--- config.mk ---
export PLATFORM = sky130hd
export DESIGN_NAME = dbg_tap_ctrl
export DESIGN_NICKNAME = d
export VERILOG_FILES = /design/src/rtl/dbg_tap_pkg.sv /design/src/rtl/dbg_tap_fsm.sv /design/src/rtl/dbg_tap_ir.sv /design/src/rtl/dbg_tap_shreg.sv /design/src/rtl/dbg_tap_dr.sv /design/src/rtl/dbg_tap_ctrl.sv
export SDC_FILE = /design/constraint.sdc
export NUM_CORES = 1
export LEC_CHECK = 0
export ABC_AREA = 1
export BUFFER_PORTS_ARGS = -buffer_cell sky130_fd_sc_hd__buf_2
export CAP_MARGIN = 0
export CORE_ASPECT_RATIO = 0.5
export CORE_MARGIN = 3
export CORE_UTILIZATION = 40
export CTS_CLUSTER_DIAMETER = 60
export DETAILED_ROUTE_END_ITERATION = 10
export HOLD_SLACK_MARGIN = 0.06
export PLACE_DENSITY = 0.63
export SYNTH_ARGS = -nofsm -noshare
export SYNTH_HDL_FRONTEND = slang
export SYNTH_SLANG_ARGS = --single-unit
--- constraint.sdc ---
create_clock -name clk -period 4.4 [get_ports clk]
set_clock_uncertainty 0.05 [all_clocks]
set_input_delay 0.88 -clock clk [delete_from_list [all_inputs] [get_ports clk]]
set_output_delay 0.88 -clock clk [all_outputs]
set_load 0.02 [all_outputs]
--- src/rtl/dbg_tap_pkg.sv ---
`timescale 1ns/1ps
package dbg_tap_pkg;

   // State codes are exported on tap_state; values are fixed by R1.
   typedef enum logic [3:0] {
      ST_RESET    = 4'hF,
      ST_IDLE     = 4'hC,
      ST_DR_SEL   = 4'h7,
      ST_DR_CAP   = 4'h6,
      ST_DR_SHIFT = 4'h2,
      ST_DR_EX1   = 4'h1,
      ST_DR_PAUSE = 4'h3,
      ST_DR_EX2   = 4'h0,
      ST_DR_UPD   = 4'h5,
      ST_IR_SEL   = 4'h4,
      ST_IR_CAP   = 4'hE,
      ST_IR_SHIFT = 4'hA,
      ST_IR_EX1   = 4'h9,
      ST_IR_PAUSE = 4'hB,
      ST_IR_EX2   = 4'h8,
      ST_IR_UPD   = 4'hD
   } tap_state_e;

   function automatic tap_state_e tap_next(input tap_state_e s, input logic m);
      tap_state_e r;
      case (s)
         ST_RESET:    r = m ? ST_RESET  : ST_IDLE;
         ST_IDLE:     r = m ? ST_DR_SEL : ST_IDLE;
         ST_DR_SEL:   r = m ? ST_IR_SEL : ST_DR_CAP;
         ST_DR_CAP:   r = m ? ST_DR_EX1 : ST_DR_SHIFT;
         ST_DR_SHIFT: r = m ? ST_DR_EX1 : ST_DR_SHIFT;
         ST_DR_EX1:   r = m ? ST_DR_UPD : ST_DR_PAUSE;
         ST_DR_PAUSE: r = m ? ST_DR_EX2 : ST_DR_PAUSE;
         ST_DR_EX2:   r = m ? ST_DR_UPD : ST_DR_SHIFT;
         ST_DR_UPD:   r = m ? ST_DR_SEL : ST_IDLE;
         ST_IR_SEL:   r = m ? ST_RESET  : ST_IR_CAP;
         ST_IR_CAP:   r = m ? ST_IR_EX1 : ST_IR_SHIFT;
         ST_IR_SHIFT: r = m ? ST_IR_EX1 : ST_IR_SHIFT;
         ST_IR_EX1:   r = m ? ST_IR_UPD : ST_IR_PAUSE;
         ST_IR_PAUSE: r = m ? ST_IR_EX2 : ST_IR_PAUSE;
         ST_IR_EX2:   r = m ? ST_IR_UPD : ST_IR_SHIFT;
         ST_IR_UPD:   r = m ? ST_DR_SEL : ST_IDLE;
         default:     r = ST_RESET;
      endcase
      return r;
   endfunction

endpackage

--- src/rtl/dbg_tap_fsm.sv ---
`timescale 1ns/1ps
module dbg_tap_fsm
   import dbg_tap_pkg::*;
(
   input  logic       clk,
   input  logic       rst_n,
   input  logic       tck_en,
   input  logic       tms,
   output tap_state_e state_q,
   output tap_state_e state_nx
);

   assign state_nx = tap_next(state_q, tms);

   always_ff @(posedge clk or negedge rst_n) begin
      if (!rst_n)      state_q <= ST_RESET;
      else if (tck_en) state_q <= state_nx;
   end

endmodule

--- src/rtl/dbg_tap_ir.sv ---
`timescale 1ns/1ps
module dbg_tap_ir
   import dbg_tap_pkg::*;
#(
   parameter int              IR_W   = 4,
   parameter logic [IR_W-1:0] CAPT   = 4'b0001,
   parameter logic [IR_W-1:0] RST_OP = 4'hE
)(
   input  logic            clk,
   input  logic            rst_n,
   input  logic            tck_en,
   input  logic            tdi,
   input  tap_state_e      state_q,
   input  tap_state_e      state_nx,
   output logic [IR_W-1:0] instr_q,
   output logic            ir_so
);

   logic [IR_W-1:0] sh_q;

   always_ff @(posedge clk or negedge rst_n) begin
      if (!rst_n) begin
         sh_q    <= CAPT;
         instr_q <= RST_OP;
      end else if (tck_en) begin
         if (state_q == ST_IR_CAP)
            sh_q <= CAPT;
         else if (state_q == ST_IR_SHIFT)
            sh_q <= {tdi, sh_q[IR_W-1:1]};
         if (state_nx == ST_RESET)
            instr_q <= RST_OP;
         else if (state_q == ST_IR_UPD)
            instr_q <= sh_q;
      end
   end

   assign ir_so = sh_q[0];

endmodule

--- src/rtl/dbg_tap_shreg.sv ---
`timescale 1ns/1ps
module dbg_tap_shreg #(
   parameter int W = 32
)(
   input  logic         clk,
   input  logic         rst_n,
   input  logic         cap,
   input  logic         shf,
   input  logic [W-1:0] cap_val,
   input  logic         sin,
   output logic         so
);

   logic [W-1:0] q;

   generate
      if (W == 1) begin : g_bit
         always_ff @(posedge clk or negedge rst_n) begin
            if (!rst_n)   q <= '0;
            else if (cap) q <= cap_val;
            else if (shf) q <= sin;
         end
      end else begin : g_vec
         always_ff @(posedge clk or negedge rst_n) begin
            if (!rst_n)   q <= '0;
            else if (cap) q <= cap_val;
            else if (shf) q <= {sin, q[W-1:1]};
         end
      end
   endgenerate

   assign so = q[0];

endmodule

--- src/rtl/dbg_tap_dr.sv ---
`timescale 1ns/1ps
module dbg_tap_dr
   import dbg_tap_pkg::*;
#(
   parameter int              IR_W      = 4,
   parameter int              CHAIN_W   = 5,
   parameter int              ID_W      = 32,
   parameter logic [IR_W-1:0] OP_IDCODE = 4'hE,
   parameter logic [IR_W-1:0] OP_CHSEL  = 4'h2,
   parameter logic [IR_W-1:0] OP_EXT    = 4'h0,
   parameter bit              EXT_EN    = 1'b1
)(
   input  logic               clk,
   input  logic               rst_n,
   input  logic               tck_en,
   input  logic               tdi,
   input  tap_state_e         state_q,
   input  logic [IR_W-1:0]    instr_q,
   input  logic [ID_W-1:0]    id_code,
   input  logic               ext_so,
   output logic [CHAIN_W-1:0] chain_q,
   output logic               dr_so,
   output logic               ext_si
);

   logic sel_id, sel_ch, sel_ex, sel_byp;
   logic cap, shf;
   logic id_so, byp_so;
   logic [CHAIN_W-1:0] ch_sh;

   assign sel_id  = (instr_q == OP_IDCODE);
   assign sel_ch  = (instr_q == OP_CHSEL);

   generate
      if (EXT_EN) begin : g_ext
         assign sel_ex = (instr_q == OP_EXT);
      end else begin : g_noext
         assign sel_ex = 1'b0;
      end
   endgenerate

   assign sel_byp = !(sel_id || sel_ch || sel_ex);
   assign cap     = tck_en && (state_q == ST_DR_CAP);
   assign shf     = tck_en && (state_q == ST_DR_SHIFT);

   dbg_tap_shreg #(.W(ID_W)) id_reg_i (
      .clk(clk), .rst_n(rst_n), .cap(cap && sel_id), .shf(shf && sel_id),
      .cap_val(id_code), .sin(tdi), .so(id_so)
   );

   dbg_tap_shreg #(.W(1)) byp_reg_i (
      .clk(clk), .rst_n(rst_n), .cap(cap && sel_byp), .shf(shf && sel_byp),
      .cap_val(1'b0), .sin(tdi), .so(byp_so)
   );

   // Chain selection: shifter plus committed copy
   always_ff @(posedge clk or negedge rst_n) begin
      if (!rst_n) begin
         ch_sh   <= '0;
         chain_q <= '0;
      end else if (sel_ch) begin
         if (cap)
            ch_sh <= chain_q;
         else if (shf)
            ch_sh <= {tdi, ch_sh[CHAIN_W-1:1]};
         if (tck_en && state_q == ST_DR_UPD)
            chain_q <= ch_sh;
      end
   end

   always_comb begin
      if (sel_ex)      dr_so = ext_so;
      else if (sel_id) dr_so = id_so;
      else if (sel_ch) dr_so = ch_sh[0];
      else             dr_so = byp_so;
   end

   assign ext_si = sel_ex ? tdi : 1'b0;

endmodule

--- src/rtl/dbg_tap_ctrl.sv ---
`timescale 1ns/1ps
module dbg_tap_ctrl
   import dbg_tap_pkg::*;
#(
   parameter int              IR_W      = 4,
   parameter int              CHAIN_W   = 5,
   parameter int              ID_W      = 32,
   parameter logic [IR_W-1:0] OP_IDCODE = 4'hE,
   parameter logic [IR_W-1:0] OP_BYPASS = 4'hF,
   parameter logic [IR_W-1:0] OP_CHSEL  = 4'h2,
   parameter logic [IR_W-1:0] OP_EXT    = 4'h0,
   parameter logic [IR_W-1:0] IR_CAPT   = 4'b0001,
   parameter bit              EXT_EN    = 1'b1
)(
   input  logic               clk,
   input  logic               rst_n,
   input  logic               tck_en,
   input  logic               tms,
   input  logic               tdi,
   input  logic [ID_W-1:0]    id_code,
   input  logic               ext_so,
   output logic               tdo,
   output logic               tdo_en_n,
   output logic               ext_si,
   output logic [3:0]         tap_state,
   output logic [IR_W-1:0]    cur_instr,
   output logic [CHAIN_W-1:0] chain_num
);

   localparam int NUM_OPS = 4;

   generate
      if (IR_W < 2) begin : g_bad_ir
         $error("dbg_tap_ctrl: IR_W must be at least 2");
      end
      if (CHAIN_W < 1 || ID_W < 1) begin : g_bad_dr
         $error("dbg_tap_ctrl: data register widths must be positive");
      end
      if (IR_CAPT[0] != 1'b1 || IR_CAPT[1] != 1'b0) begin : g_bad_capt
         $error("dbg_tap_ctrl: IR capture pattern must end in binary 01");
      end
      if (NUM_OPS > (1 << IR_W) || OP_IDCODE == OP_CHSEL || OP_IDCODE == OP_EXT ||
          OP_CHSEL == OP_EXT || OP_BYPASS == OP_IDCODE || OP_BYPASS == OP_CHSEL ||
          OP_BYPASS == OP_EXT) begin : g_bad_ops
         $error("dbg_tap_ctrl: instruction codes must be distinct");
      end
   endgenerate

   tap_state_e st_q, st_nx;
   logic       ir_so, dr_so;

   dbg_tap_fsm fsm_i (
      .clk(clk), .rst_n(rst_n), .tck_en(tck_en), .tms(tms),
      .state_q(st_q), .state_nx(st_nx)
   );

   dbg_tap_ir #(.IR_W(IR_W), .CAPT(IR_CAPT), .RST_OP(OP_IDCODE)) ir_i (
      .clk(clk), .rst_n(rst_n), .tck_en(tck_en), .tdi(tdi),
      .state_q(st_q), .state_nx(st_nx), .instr_q(cur_instr), .ir_so(ir_so)
   );

   dbg_tap_dr #(
      .IR_W(IR_W), .CHAIN_W(CHAIN_W), .ID_W(ID_W), .OP_IDCODE(OP_IDCODE),
      .OP_CHSEL(OP_CHSEL), .OP_EXT(OP_EXT), .EXT_EN(EXT_EN)
   ) dr_i (
      .clk(clk), .rst_n(rst_n), .tck_en(tck_en), .tdi(tdi), .state_q(st_q),
      .instr_q(cur_instr), .id_code(id_code), .ext_so(ext_so),
      .chain_q(chain_num), .dr_so(dr_so), .ext_si(ext_si)
   );

   // Output stage: acts as the falling test-clock edge
   always_ff @(posedge clk or negedge rst_n) begin
      if (!rst_n) begin
         tdo      <= 1'b0;
         tdo_en_n <= 1'b1;
      end else if (tck_en) begin
         if (st_q == ST_IR_SHIFT) begin
            tdo      <= ir_so;
            tdo_en_n <= 1'b0;
         end else if (st_q == ST_DR_SHIFT) begin
            tdo      <= dr_so;
            tdo_en_n <= 1'b0;
         end else begin
            tdo_en_n <= 1'b1;
         end
      end
   end

   assign tap_state = st_q;

endmodule

==> out/metrics.cfg, run 1 <==
[outcome]
outcome = completed

[layout]
instances_no_fill = 494
syn_to_final_growth_pct = 22.05
drive_gt1_share_pct = 23.40
diodes = 0
stdcell_area_mm2 = 0.003428
final_net_count = 439
layout_commonest_cell = nand2_1
layout_common_cells = nand2_1 (102), buf_2 (53), nor2_1 (50), dfrtp_1 (48), a31oi_1 (31)

[floorplanning]
ios = 54
die_area_mm2 = 0.008125
die_w_um = 124.5
die_h_um = 65.26
core_mm2 = 0.006431
start_util_pct = 43.68
rows = 20

[global_routing]
antenna_found_initial = 0
track_usage_pct = 16.89
grt_pass1_wl_um = 10880
grt_pass1_vias = 2362
grt_max_degree = 44
grt_overflow = 0

[clocking]
cts_made_buffers = 9
cts_tree = yes
cts-root-buf = clkbuf_16
clkLatencyLatePin_ns = 0.33
cts_hold_buf = 0
clock-sinks = 57
path_clk_slew_ns = 0.05
clk_path_buf_depth = 2
cts_resized = 0
postCtsSetupBuffers = 0
htreeDepth = 3

[logic_synthesis]
syn_inst = 349
synthTopCellsByArea = dfrtp_1 (43%), nand2_1 (14%), dfstp_2 (8.4%)
syn_area_mm2 = 0.002809
syn_nets = 387
ys_warn_count = 0
seq_area_frac_synth_pct = 51.18
synth.largest_area_cell = dfrtp_1
synth_cell_types = 31
synth-seq-cells = 57
synth_top_area_share_pct = 42.76
synth_area_per_cell_um2 = 8.049

[setup_path]
critPathTopFamily = flip-flops
crit_arrival_ns = 1.64
critPathLaunchType = register
worst_path_largest_cell_delay_ns = 1.01
cp_num_buf_inv = 1
worst-path-max-fanout = 43
setup.worst_path.end_class = output port
crit_required_ns = 3.47
path_cells = buf_2
path_class = register to output port
critPathSlowestCell = dfstp_2

[route]
drc = 0
via_per_inst = 4.996
first_pass_iters = 5
antenna_left = 0
wl_um = 6264
drtIter0Drc = 151
vias = 2468
routedWlPerCell_um = 12.68

[pwr]
intPower_mw = 1.521
seqPwrFrac_pct = 40.6
power_leakage_nw = 1.685
power-per-cell-area_mw_per_mm2 = 702.7
ir_drop_v = 0.0002138
total_power_mw = 2.409
sw_frac_of_total_pct = 36.85
pwr-share-clk_pct = 28.3
power.switching_mw = 0.8878
combPwrFrac_pct = 31.0

[sta]
finalSetupViolations = 0
slew_violations = 0
setup_tns_ns = 0
slew_headroom_pct = 41.60
min_period_ns = 2.572
max_freq_ghz = 0.3888
worstMarginPinSlew_ns = 0.8759
hold_violations = 0
rsz0062_at_grt = false
period_share_pct = 58.46
hold_ws_ns = 0.4265

[hold_path]
hold_class = register to register

[flow_run]
maxCapViolations = 0

[placement]
dpl-instance-area_mm2 = 0.003131
gp_congestion = 0.8850
place_inst = 478
io_buffers = 53
hpwl_um = 4406

-- routing by layer --
metal | up-vias | share of wire, % | track usage [%]
li1 | 1241 | - | -
met1 | 1164 | 48 | 21.42
met2 | 53 | 45 | 25.54
met3 | 10 | 5.1 | 6.656
met4 | 0 | 1.5 | 8.060
met5 | - | 0 | 0
-- worst register-to-register path, delay by kind of cell, from the launching register on --
kind | cells | cell delay (ns)
buffers and inverters | 3 | 0.70
AOI/OAI and AO/OA | 2 | 0.28
and+or+nand+nor | 1 | 0.26
DFF | 1 | 1.01
-- through the flow --
step / utilization, % / setup slack [ns]
after floorplan: - / 2.254
after detailed placement: 48.68 / 1.834
after CTS: 53.31 / 1.804
after global routing: 53.31 / 1.743
after global placement: 48.68 / 1.914
final: 53.31 / 1.828
-- Yosys cell counts (all sizes together) --
cell type / instances
o211ai: 2
o21ai: 22
dfrtp: 48
nor2: 54
inv: 32
nand3: 14
nor3: 2
buf: 9
a31oi: 31
o22ai: 4
nand2: 106
o21bai: 1
nand4: 2
clkbuf: 6
dfstp: 9
a2bb2oi: 1
o221ai: 2
a21oi: 4
-- power by group through the flow --
stage	clock (mW)	combinational, mW	sequential [mW]
2_1_floorplan	0	0.523	0.989
3_3_place_gp	0	0.729	0.973
3_5_place_dp	0	0.755	0.980
4_1_cts	0.703	0.758	0.979
5_1_grt	0.724	0.862	1.02
6_report	0.682	0.748	0.979
-- layout make-up --
class / instances / area [µm²]
multi-input combinational: 245 / 1175
inverter: 32 / 120.1
clock inverter: 5 / 55.05
fill: 617 / 3003
clock buffer: 11 / 242.7
timing repair buffer: 56 / 287.8
tap: 88 / 110.1
sequential: 57 / 1438
-- cells by family (layout without fill, tap and decap cells) --
group / after synthesis / count (layout) / synth area share (%)
DFF: 57 / 57 / 51.18
AOI/OAI and AO/OA: 67 / 67 / 14.97
buffers and inverters: 47 / 104 / 6.993
and+or+nand+nor: 178 / 178 / 26.86
-- flip-flops by register name, indices dropped and copies added (netlist names) --
signal	cells
ir_i.sh_q	4
tdo	1
dr_i.byp_reg_i.so	1
dr_i.id_reg_i.q	32
dr_i.chain_q	5
tdo_en_n	1
ir_i.instr_q	4
fsm_i.state_q	4
dr_i.ch_sh	5
-- worst paths after layout --
kind	startpoint	endpoint	slack, ns	cells past startpoint
setup / recovery	fsm_i.state_q[2]	tap_state[2]	1.83	1
hold / removal	ir_i.instr_q[1]	ir_i.instr_q[1]	0.43	2
setup reg to reg	fsm_i.state_q[2]	dr_i.ch_sh[1]	1.96	6
hold reg to reg	ir_i.instr_q[1]	ir_i.instr_q[1]	0.43	2
max in group asynchronous	rst_n	ir_i.instr_q[3]	2.84	2
min in group asynchronous	rst_n	dr_i.id_reg_i.q[18]	0.62	1
Note: power is estimated with default switching activity, not from simulation.
==> inputs of run 2 (changes only) <==
--- a/config.mk
+++ b/config.mk
@@ -14,7 +14,7 @@
 export CTS_CLUSTER_DIAMETER = 60
 export DETAILED_ROUTE_END_ITERATION = 10
 export HOLD_SLACK_MARGIN = 0.06
-export PLACE_DENSITY = 0.63
+export PLACE_DENSITY = 0.65
 export SYNTH_ARGS = -nofsm -noshare
 export SYNTH_HDL_FRONTEND = slang
 export SYNTH_SLANG_ARGS = --single-unit
==> constraint.sdc (replaced) <==
create_clock -name clk -period 2.15 [get_ports clk]
set_clock_uncertainty 0.05 [all_clocks]
set_input_delay 0.43 -clock clk [delete_from_list [all_inputs] [get_ports clk]]
set_output_delay 0.43 -clock clk [all_outputs]
set_load 0.02 [all_outputs]
==> run 2 against run 1 <==
  * Non-clock buffer count is 3 higher
  * Flip-flop and latch count stayed put
  * Register-to-register slack worse by 1.6 ns
  * Clock power is 120% higher
  * Routed wire length is 2.1% higher
  * Via count is 0.36% higher
  * Combinational power is 120% higher
  * Critical path type unchanged
  * Critical endpoint is now ext_si
  * Largest power group unchanged
==> out/metrics.cfg, run 2 (synthesis results as in run 1) <==
[clocking]
clkLatencyLatePin_ns = 0.32  ; about the same
htreeDepth = 3  ; unchanged
clock-sinks = 57  ; unchanged
clk_path_buf_depth = 2  ; unchanged
cts_made_buffers = 9  ; unchanged
cts-root-buf = clkbuf_16
postCtsSetupBuffers = 0  ; unchanged
cts_resized = 0  ; unchanged
path_clk_slew_ns = 0.05  ; about the same
cts_hold_buf = 0  ; unchanged
cts_tree = yes

[sta]
hold_violations = 0  ; unchanged
rsz0062_at_grt = false
worst_slack_ns = 0.3328  ; -1.495 ns
worstMarginPinSlew_ns = 0.5957  ; -0.2802 ns
slew_violations = 0  ; unchanged
period_share_pct = 84.52
finalSetupViolations = 0  ; unchanged
min_period_ns = 1.817
slew_headroom_pct = 60.28  ; +19 points
setup_tns_ns = 0  ; unchanged
max_freq_ghz = 0.5503

[route]
antenna_left = 0  ; unchanged
vias = 2477  ; +0.36%
drtIter0Drc = 169  ; +12%
routedWlPerCell_um = 12.89  ; +1.7%
wl_um = 6394  ; +2.1%
drc = 0  ; unchanged
first_pass_iters = 4  ; -1
via_per_inst = 4.994  ; about the same

[layout]
instances_no_fill = 496  ; +0.40%
drive_gt1_share_pct = 23.53  ; +0.13 points
stdcell_area_mm2 = 0.003490  ; +1.8%
final_net_count = 442  ; +0.68%
syn_to_final_growth_pct = 24.23
top_register = dr_i.id_reg_i.q
layout_common_cells = nand2_1 (102), buf_2 (53), nor2_1 (50), dfrtp_1 (48), a31oi_1 (31)
diodes = 0  ; unchanged
layout_commonest_cell = nand2_1
top_regs = dr_i.id_reg_i.q x32, dr_i.ch_sh x5, dr_i.chain_q x5
largest_reg_flops = 32  ; unchanged

[placement]
hpwl_um = 4516  ; +2.5%
io_buffers = 53  ; unchanged
dpl-instance-area_mm2 = 0.003178  ; +1.5%
place_inst = 481  ; +0.63%
pre_cts_slack_ns = 0.3817  ; -1.453 ns
gp_congestion = 0.8881  ; +0.35%

[pwr]
total_power_mw = 5.053  ; +110%
ir_drop_v = 0.0005585  ; +160%
power-per-cell-area_mw_per_mm2 = 1448  ; +110%
power_leakage_nw = 1.718  ; +1.9%

[floorplanning]
rows = 20  ; unchanged
core_mm2 = 0.006431  ; unchanged
die_h_um = 65.26  ; unchanged
die_area_mm2 = 0.008125  ; unchanged
ios = 54  ; unchanged
start_util_pct = 43.68  ; unchanged
die_w_um = 124.5  ; unchanged

[hold_path]
hold_class = input port to asynchronous set/reset pin

[global_routing]
antenna_found_initial = 0  ; unchanged
track_usage_pct = 16.99  ; +0.10 points
grt_pass1_vias = 2301  ; -2.6%
grt_max_degree = 59  ; +34%
grt_overflow = 0  ; unchanged
grt_pass1_wl_um = 10910  ; +0.25%

[setup_path]
reg2regPathDepth = 7  ; +1
worst-path-max-fanout = 4  ; -91%
path_class = register to output port
crit_required_ns = 1.67  ; -1.80 ns
r2r-start = ir_i.instr_q[1]
critPathLaunchType = register
crit_arrival_ns = 1.34  ; -0.30 ns
r2r-end = dr_i.id_reg_i.q[15]
rrSetupSlack_ns = 0.38  ; -1.58 ns
setup.worst_path.end_class = output port

[flow_run]
maxCapViolations = 0  ; unchanged

[outcome]
outcome = completed

[run 2: changes by cell type in the layout (fill, tap and decap cells not counted), sizes merged]
cell,previous run,this run
buf,56,59
clkinvlp,2,0
bufinv,1,2
clkbuf,11,12
clkinv,2,1
[run 2: worst max-delay path by stage]
stage | start | end | cells after the start
CTS | ir_i.instr_q[3] | ext_si | 6
global placement | fsm_i.state_q[2] | ir_i.instr_q[0] | 9
floorplan | fsm_i.state_q[3] | ir_i.instr_q[0] | 9
detailed placement | ir_i.instr_q[1] | dr_i.id_reg_i.q[2] | 7
global route | ir_i.instr_q[1] | dr_i.id_reg_i.q[15] | 7
finish | ir_i.instr_q[3] | ext_si | 6
[run 2: area by class of cell]
type	instances	area, µm²
Inverter	32	120.1
Multi-Input combinational cell	245	1175
Sequential cell	57	1438
Timing Repair Buffer	59	335.3
Clock inverter	3	65.06
Fill cell	600	2942
Tap cell	88	110.1
Clock buffer	12	246.5
[run 2: through the flow]
step           utilization [%]  hold slack, ns
5_1_grt                  54.26         0.09112
4_1_cts                  54.26         0.06326
3_3_place_gp             49.42          0.4086
2_1_floorplan                -         0.08441
6_report                 54.26         0.05704
3_5_place_dp             49.42          0.4134
[run 2: where the power goes]
group / internal (mW) / total, mW / switching, mW / leakage, nW
clock network: 1.03 / 1.49 / 0.453 / 0.153
logic: 0.596 / 1.63 / 1.04 / 0.857
registers: 1.62 / 1.93 / 0.319 / 0.708
[run 2: metal layers]
metal | wire length (µm) | share of wire, % | up-vias | GRT usage (%)
li1 | - | - | 1250 | -
met4 | 68 | 1.1 | 0 | 6.967
met1 | 3192 | 50 | 1170 | 22.43
met3 | 255 | 4.0 | 4 | 5.682
met5 | 0 | 0 | - | 0
met2 | 2879 | 45 | 53 | 25.94
[run 2: critical path, cell delays in order, from the launching register on]
cell and delay [ns]:
dfstp_2 0.55, nor2_1 0.05, nand2_1 0.07, inv_1 0.07
nand2_1 0.07, nor2_1 0.04, buf_2 0.15
